**src/rtl/dram_rfsh_pkg.sv**
```systemverilog
package dram_rfsh_pkg;

  typedef enum logic [3:0] {
    ST_IDLE,
    ST_C_SETUP,
    ST_C_RAS,
    ST_C_COL,
    ST_C_CAS,
    ST_C_PRE,
    ST_R_SETUP,
    ST_R_RAS,
    ST_R_PRE
  } ctrl_state_e;

  typedef enum logic [1:0] {
    SEL_NONE,
    SEL_ROW,
    SEL_COL,
    SEL_RFSH
  } addr_sel_e;

endpackage

```
**src/rtl/rfsh_tick_gen.sv**
```systemverilog
module rfsh_tick_gen #(
  parameter int unsigned DIV = 1953
) (
  input  logic clk_i,
  input  logic rst_ni,
  output logic tick_o
);
  localparam int unsigned CW = (DIV > 1) ? $clog2(DIV) : 1;

  generate
    if (DIV < 2) begin : g_every
      logic unused_q;
      always_ff @(posedge clk_i or negedge rst_ni) begin
        if (!rst_ni) unused_q <= 1'b0;
        else         unused_q <= 1'b1;
      end
      assign tick_o = unused_q;
    end else begin : g_div
      logic [CW-1:0] cnt_q;
      always_ff @(posedge clk_i or negedge rst_ni) begin
        if (!rst_ni)                    cnt_q <= '0;
        else if (cnt_q == CW'(DIV - 1)) cnt_q <= '0;
        else                            cnt_q <= cnt_q + 1'b1;
      end
      assign tick_o = (cnt_q == CW'(DIV - 1));

      a_r1_tick_single: assert property (@(posedge clk_i) disable iff (!rst_ni)
        tick_o |=> !tick_o);
    end
  endgenerate
endmodule

```
**src/rtl/rfsh_req_track.sv**
```systemverilog
module rfsh_req_track (
  input  logic clk_i,
  input  logic rst_ni,
  input  logic tick_i,
  input  logic done_i,
  output logic pend_o,
  output logic overrun_o
);
  logic pend_q, ovr_q;

  always_ff @(posedge clk_i or negedge rst_ni) begin
    if (!rst_ni) begin
      pend_q <= 1'b0;
      ovr_q  <= 1'b0;
    end else begin
      if (tick_i)      pend_q <= 1'b1;
      else if (done_i) pend_q <= 1'b0;
      // second request while the first is still unserved
      if (tick_i && pend_q && !done_i) ovr_q <= 1'b1;
    end
  end

  assign pend_o    = pend_q;
  assign overrun_o = ovr_q;

  a_r7_overrun_sticky: assert property (@(posedge clk_i) disable iff (!rst_ni)
    ovr_q |=> ovr_q);
  a_r7_pend_kept: assert property (@(posedge clk_i) disable iff (!rst_ni)
    (pend_q && !done_i) |=> pend_q);
endmodule

```
**src/rtl/rfsh_row_ctr.sv**
```systemverilog
module rfsh_row_ctr #(
  parameter int unsigned W = 8
) (
  input  logic         clk_i,
  input  logic         rst_ni,
  input  logic         adv_i,
  output logic [W-1:0] row_o
);
  logic [W-1:0] row_q;

  always_ff @(posedge clk_i or negedge rst_ni) begin
    if (!rst_ni)    row_q <= '0;
    else if (adv_i) row_q <= row_q + 1'b1;
  end

  assign row_o = row_q;
endmodule

```
**src/rtl/rfsh_addr_mux.sv**
```systemverilog
module rfsh_addr_mux
  import dram_rfsh_pkg::*;
#(
  parameter int unsigned AW = 8
) (
  input  addr_sel_e         sel_i,
  input  logic [2*AW-1:0]   cpu_addr_i,
  input  logic [AW-1:0]     rfsh_row_i,
  output logic [AW-1:0]     addr_o
);
  always_comb begin
    unique case (sel_i)
      SEL_ROW:  addr_o = cpu_addr_i[2*AW-1:AW];
      SEL_COL:  addr_o = cpu_addr_i[AW-1:0];
      SEL_RFSH: addr_o = rfsh_row_i;
      default:  addr_o = '0;
    endcase
  end
endmodule

```
**src/rtl/dram_rfsh_ctrl.sv**
```systemverilog
module dram_rfsh_ctrl
  import dram_rfsh_pkg::*;
#(
  parameter int unsigned CLK_HZ = 125_000_000,
  parameter int unsigned REQ_HZ = 64_000,
  parameter int unsigned AW     = 8,
  parameter int unsigned T_RAS  = 4,
  parameter int unsigned T_CAS  = 2,
  parameter int unsigned T_RP   = 3
) (
  input  logic            clk_i,
  input  logic            rst_ni,
  input  logic            cpu_req_i,
  input  logic            cpu_we_i,
  input  logic [2*AW-1:0] cpu_addr_i,
  output logic            cpu_ack_o,
  output logic            cpu_wait_o,
  output logic [AW-1:0]   dram_addr_o,
  output logic            dram_ras_no,
  output logic            dram_cas_no,
  output logic            dram_we_no,
  output logic            rfsh_overrun_o
);
  localparam int unsigned DIV  = CLK_HZ / REQ_HZ;
  localparam int unsigned TM1  = (T_RAS > T_CAS) ? T_RAS : T_CAS;
  localparam int unsigned TMAX = (TM1 > T_RP) ? TM1 : T_RP;
  localparam int unsigned CW   = $clog2(TMAX + 1);

  ctrl_state_e     state_q, state_d;
  logic [CW-1:0]   cnt_q, cnt_d;
  logic [2*AW-1:0] addr_q;
  logic            we_q;
  logic            tick, pend, rfsh_done, accept;
  logic [AW-1:0]   rfsh_row;
  addr_sel_e       sel;

  rfsh_tick_gen #(.DIV(DIV)) u_tick (
    .clk_i (clk_i),
    .rst_ni(rst_ni),
    .tick_o(tick)
  );

  rfsh_req_track u_track (
    .clk_i    (clk_i),
    .rst_ni   (rst_ni),
    .tick_i   (tick),
    .done_i   (rfsh_done),
    .pend_o   (pend),
    .overrun_o(rfsh_overrun_o)
  );

  rfsh_row_ctr #(.W(AW)) u_row (
    .clk_i (clk_i),
    .rst_ni(rst_ni),
    .adv_i (rfsh_done),
    .row_o (rfsh_row)
  );

  always_comb begin
    state_d   = state_q;
    cnt_d     = cnt_q;
    rfsh_done = 1'b0;
    accept    = 1'b0;
    unique case (state_q)
      ST_IDLE: begin
        if (pend) begin
          state_d = ST_R_SETUP;
        end else if (cpu_req_i) begin
          state_d = ST_C_SETUP;
          accept  = 1'b1;
        end
      end
      ST_C_SETUP: state_d = ST_C_RAS;
      ST_C_RAS:   state_d = ST_C_COL;
      ST_C_COL: begin
        state_d = ST_C_CAS;
        cnt_d   = CW'(T_CAS - 1);
      end
      ST_C_CAS: begin
        if (cnt_q == '0) begin
          state_d = ST_C_PRE;
          cnt_d   = CW'(T_RP - 1);
        end else cnt_d = cnt_q - 1'b1;
      end
      ST_R_SETUP: begin
        state_d = ST_R_RAS;
        cnt_d   = CW'(T_RAS - 1);
      end
      ST_R_RAS: begin
        if (cnt_q == '0) begin
          state_d   = ST_R_PRE;
          cnt_d     = CW'(T_RP - 1);
          rfsh_done = 1'b1;
        end else cnt_d = cnt_q - 1'b1;
      end
      ST_C_PRE, ST_R_PRE: begin
        if (cnt_q == '0) state_d = ST_IDLE;
        else             cnt_d   = cnt_q - 1'b1;
      end
      default: state_d = ST_IDLE;
    endcase
  end

  always_ff @(posedge clk_i or negedge rst_ni) begin
    if (!rst_ni) begin
      state_q <= ST_IDLE;
      cnt_q   <= '0;
      addr_q  <= '0;
      we_q    <= 1'b0;
    end else begin
      state_q <= state_d;
      cnt_q   <= cnt_d;
      if (accept) begin
        addr_q <= cpu_addr_i;
        we_q   <= cpu_we_i;
      end
    end
  end

  always_comb begin
    unique case (state_q)
      ST_C_SETUP, ST_C_RAS: sel = SEL_ROW;
      ST_C_COL, ST_C_CAS:   sel = SEL_COL;
      ST_R_SETUP, ST_R_RAS: sel = SEL_RFSH;
      default:              sel = SEL_NONE;
    endcase
  end

  rfsh_addr_mux #(.AW(AW)) u_mux (
    .sel_i     (sel),
    .cpu_addr_i(addr_q),
    .rfsh_row_i(rfsh_row),
    .addr_o    (dram_addr_o)
  );

  assign dram_ras_no = !(state_q inside {ST_C_RAS, ST_C_COL, ST_C_CAS, ST_R_RAS});
  assign dram_cas_no = (state_q != ST_C_CAS);
  assign dram_we_no  = !(we_q && (state_q inside {ST_C_COL, ST_C_CAS}));
  assign cpu_ack_o   = (state_q == ST_C_CAS) && (cnt_q == '0);
  assign cpu_wait_o  = state_q inside {ST_R_SETUP, ST_R_RAS, ST_R_PRE};

  a_r5_row_held_at_ras: assert property (@(posedge clk_i) disable iff (!rst_ni)
    $fell(dram_ras_no) |-> $stable(dram_addr_o));
  a_r5_col_held_at_cas: assert property (@(posedge clk_i) disable iff (!rst_ni)
    $fell(dram_cas_no) |-> ($stable(dram_addr_o) && !dram_ras_no));
  a_r3_row_step: assert property (@(posedge clk_i) disable iff (!rst_ni)
    rfsh_done |=> (rfsh_row == $past(rfsh_row) + AW'(1)));
  a_r6_cpu_not_cut: assert property (@(posedge clk_i) disable iff (!rst_ni)
    (state_q inside {ST_C_SETUP, ST_C_RAS, ST_C_COL, ST_C_CAS, ST_C_PRE})
      |=> !(state_q inside {ST_R_SETUP, ST_R_RAS, ST_R_PRE}));
  a_r6_wait_no_ack: assert property (@(posedge clk_i) disable iff (!rst_ni)
    cpu_wait_o |-> !cpu_ack_o);
  a_r2_rfsh_cas_high: assert property (@(posedge clk_i) disable iff (!rst_ni)
    (rfsh_done || cpu_wait_o) |-> (dram_cas_no && dram_we_no));
endmodule

```
**config.mk**
```make
export PLATFORM = sky130hd
export DESIGN_NAME = dram_rfsh_ctrl
export DESIGN_NICKNAME = d
export VERILOG_FILES = /design/src/rtl/dram_rfsh_pkg.sv /design/src/rtl/rfsh_tick_gen.sv /design/src/rtl/rfsh_req_track.sv /design/src/rtl/rfsh_row_ctr.sv /design/src/rtl/rfsh_addr_mux.sv /design/src/rtl/dram_rfsh_ctrl.sv
export SDC_FILE = /design/constraint.sdc
export NUM_CORES = 1
export LEC_CHECK = 0
export BUFFER_PORTS_ARGS = -buffer_cell sky130_fd_sc_hd__buf_2
export CELL_PAD_IN_SITES_DETAIL_PLACEMENT = 2
export CELL_PAD_IN_SITES_GLOBAL_PLACEMENT = 2
export CORE_ASPECT_RATIO = 1.2
export CORE_MARGIN = 2
export CORE_UTILIZATION = 34
export CTS_CLUSTER_SIZE = 28
export DETAILED_ROUTE_END_ITERATION = 10
export PLACE_DENSITY_LB_ADDON = 0.1
export SETUP_SLACK_MARGIN = 0.02
export SLEW_MARGIN = 30
export SYNTH_ARGS = -nofsm -noshare
export SYNTH_HDL_FRONTEND = slang
export SYNTH_HIERARCHICAL = 1
export SYNTH_SLANG_ARGS = --single-unit
```
**constraint.sdc**
```tcl
create_clock -name clk_i -period 1.8 [get_ports clk_i]
set_input_delay 0 -clock clk_i [delete_from_list [all_inputs] [get_ports clk_i]]
set_output_delay 0 -clock clk_i [all_outputs]
set_load 0.02 [all_outputs]
```
==> metrics.cfg <==
[final_layout]
drive_above_1_share_pct=42.1
fin_cells=394
fin_nets=328
num-fill-cells=729
n_antenna_cell=0
final_core_util_pct=47.8
design_area_um2=3440
syn_to_final_growth_pct=37.9

[logic_synthesis]
syn_avg_cell_area_um2=11.1
yosysWarnings=6
synth_top_cell_area_share_pct=45.2
yosys.area.top_type=dfrtp_1
ys_seq_elements=45
synth_edf_count=0
ys_types=51
ys_top_cells_by_area=dfrtp_1, mux2_2, mux2_4, xnor2_1, a22o_1
synthArstFlopShare_pct=100
yosysSeqAreaShare_pct=45.2
synth-main-ff-cell=dfrtp_1
syn_inst=224
syn-num-nets=249
syn-cell-area_um2=2490

[grt]
grt.total_usage_pct=18.0
grt_pass1_vias=2203
grt.overflow.total=0
grt_pass1_wl_um=11100
grt_max_degree=20
antenna_found_initial=0

[floorplanning]
die_w_um=82.2
die-area_um2=8030
fp-row-count=34
coreArea_um2=7190
io_pins=34
die-height_um=97.8
start_util_pct=34.7

[sta]
setup_viol=7
setup_slack_ns=-0.0676
finalMaxSlewViolations=0
rsz0062_at_grt=true
fin_skew_ns=0.00937
worstMarginPinSlew_ns=0.374
post-route-period-util_pct=104
worst_slew_margin_rel_pct=75.0
fmax_mhz=535
tns_ns=-0.321
hold_ws_ns=0.136
min_period_ns=1.87
hold_violations=0

[critical_path]
critPathRequiredTime_ns=1.80
critical_path_arrival_ns=1.87
cp_max_fo=5
crit_type=reg2out
endpoint_kind=output port
critPathLaunchType=register

[detailed_routing]
drt_iter0_drc=28
routed_wl_um=6890
wl_per_cell_um=17.5
drt-pass1-iter-count=4
via_per_inst=5.12
top_layer=met4
drt-met1-wl_um=3040
num_vias=2017
postRouteAntennaNets=0
met3_length_um=121
route.met2.wl_um=3670
drc_errors=0

[run_status]
violations=negative setup slack
status=finished, violations left

[cts]
cts.sinks=45
cts_tree=built
cts_buffer_depth=2
cts-root-buf=clkbuf_8
cts_buffers=5
htree_levels=2
path_clk_slew_ns=0.09
clk_latency_ns=0.30

[power_and_ir_drop]
max-vdd-ir-drop_mv=1.23
p_comb_share_pct=60.6
intPower_mw=3.69
p_sw_share_pct=38.3
finalPower_mw=5.99
seqPwrFrac_pct=25.9
p_per_area_nw_per_um2=1740
leakage_nw=1.60
switching_power_mw=2.29
clkPwrFrac_pct=13.6

[placement]
place_ws_ns=0.154
place_congestion=0.721
place_inst=354
placed_area_um2=2840
io_buffers=33
dp_hpwl_um=4420

[hold_path]
hp-class=in2async

[flow_run]
maxCapViolCount=0

## power by group through the flow
| stage | combinational (mW) | clock, mW | sequential, mW |
|---|---|---|---|
| after floorplan | 1.98 | 0 | 1.48 |
| after global placement | 2.65 | 0 | 1.55 |
| after detailed placement | 2.70 | 0 | 1.56 |
| after CTS | 3.12 | 0.847 | 1.54 |
| after global routing | 3.93 | 0.886 | 1.60 |
| final | 3.63 | 0.811 | 1.55 |
## per-layer routing
metal  global-route usage (%)  up-vias
met4                     4.62        0
met3                     2.50        5
met2                     31.3       25
li1                         -      966
met5                        0        -
met1                     23.1     1021
## repair_timing
action	in CTS	in global routing
cloned	1	0
pin swaps	3	5
buffers inserted	3	10
endpoints found under the hold margin	53	0
setup endpoints to repair	9	13
hold buffers	18	0
resized for setup	25	30
## synthesized netlist by cell type (all sizes together), types with 2 or more instances
cell / n
nand2b: 8
a22o: 8
xnor2: 10
a21oi: 6
nor2b: 6
nand3: 4
inv: 8
and3: 3
a31oi: 4
a31o: 2
ha: 5
or3: 4
o21ai: 10
dfrtp: 45
o22ai: 2
nand2: 13
o221ai: 2
nor2: 13
nand4: 6
buf: 10
nor3: 4
xor2: 4
mux2: 26
o21bai: 2
a211o: 2
a311oi: 2
## registers in the layout (all words and copies together) (netlist names)
signal and cells:
u_tick/g_div.cnt_q 11, u_row/row_o 8, cnt_q 3, state_q 4
u_track/overrun_o 1, addr_q 16, u_track/pend_o 1, we_q 1
## critical path: stages, from the launching register on
cell and delay, ns:
dfrtp_2 0.44, nand2b_4 0.16, a21oi_4 0.15, buf_6 0.16, mux2_4 0.31, a22o_1 0.22
buf_6 0.14
## logic make-up after synthesis
kind of cell,share of synthesized area [%]
flops,45.2
simple gates,15.6
xor+xnor,4.92
mux,13.4
fa+ha+maj,2.51
compound gates,14.4
buf+inv,4.07
## cell usage in the layout (no fill, tap or decap), drive strengths merged, types with 2 or more instances in the layout
cell type / netlist / layout
nand3: 4 / 4
inv: 8 / 8
buf: 10 / 64
a21oi: 6 / 6
xnor2: 10 / 10
a31oi: 4 / 4
nand4: 6 / 6
dfrtp: 45 / 45
mux2: 26 / 26
a211o: 2 / 2
nand2: 13 / 13
or3: 4 / 4
a31o: 2 / 2
nand2b: 8 / 8
o22ai: 2 / 2
o21bai: 2 / 2
o21ai: 10 / 10
and3: 3 / 3
ha: 5 / 5
a22o: 8 / 8
a311oi: 2 / 2
o221ai: 2 / 2
xor2: 4 / 4
nor2: 13 / 13
nor3: 4 / 4
dlygate4sd3: 0 / 18
nor2b: 6 / 6
clkbuf: 1 / 7
## worst paths after layout
path                       slack, ns                   start  cells after the start                      to
min                             0.14                  rst_ni                      2          u_row/row_o[1]
min in group clk_i              0.25               cpu_req_i                      5              state_q[0]
max reg2reg                     0.01              state_q[2]                      6              addr_q[14]
min reg2reg                     0.50  u_tick/g_div.cnt_q[10]                      1  u_tick/g_div.cnt_q[10]
max                            -0.07              state_q[0]                      6          dram_addr_o[6]
max in group asynchronous       1.07                  rst_ni                      3              state_q[2]
## final cells by class
cell class,count,area (um^2),area share [%]
Clock inverter,2,37.5,1.09
Multi-Input combinational cell,160,1370,39.8
Inverter,8,30.0,0.874
Tap cell,90,113,3.28
Timing Repair Buffer,83,673,19.6
Clock buffer,6,82.6,2.40
Sequential cell,45,1130,32.9
Note: power is estimated with default switching activity, not from simulation.
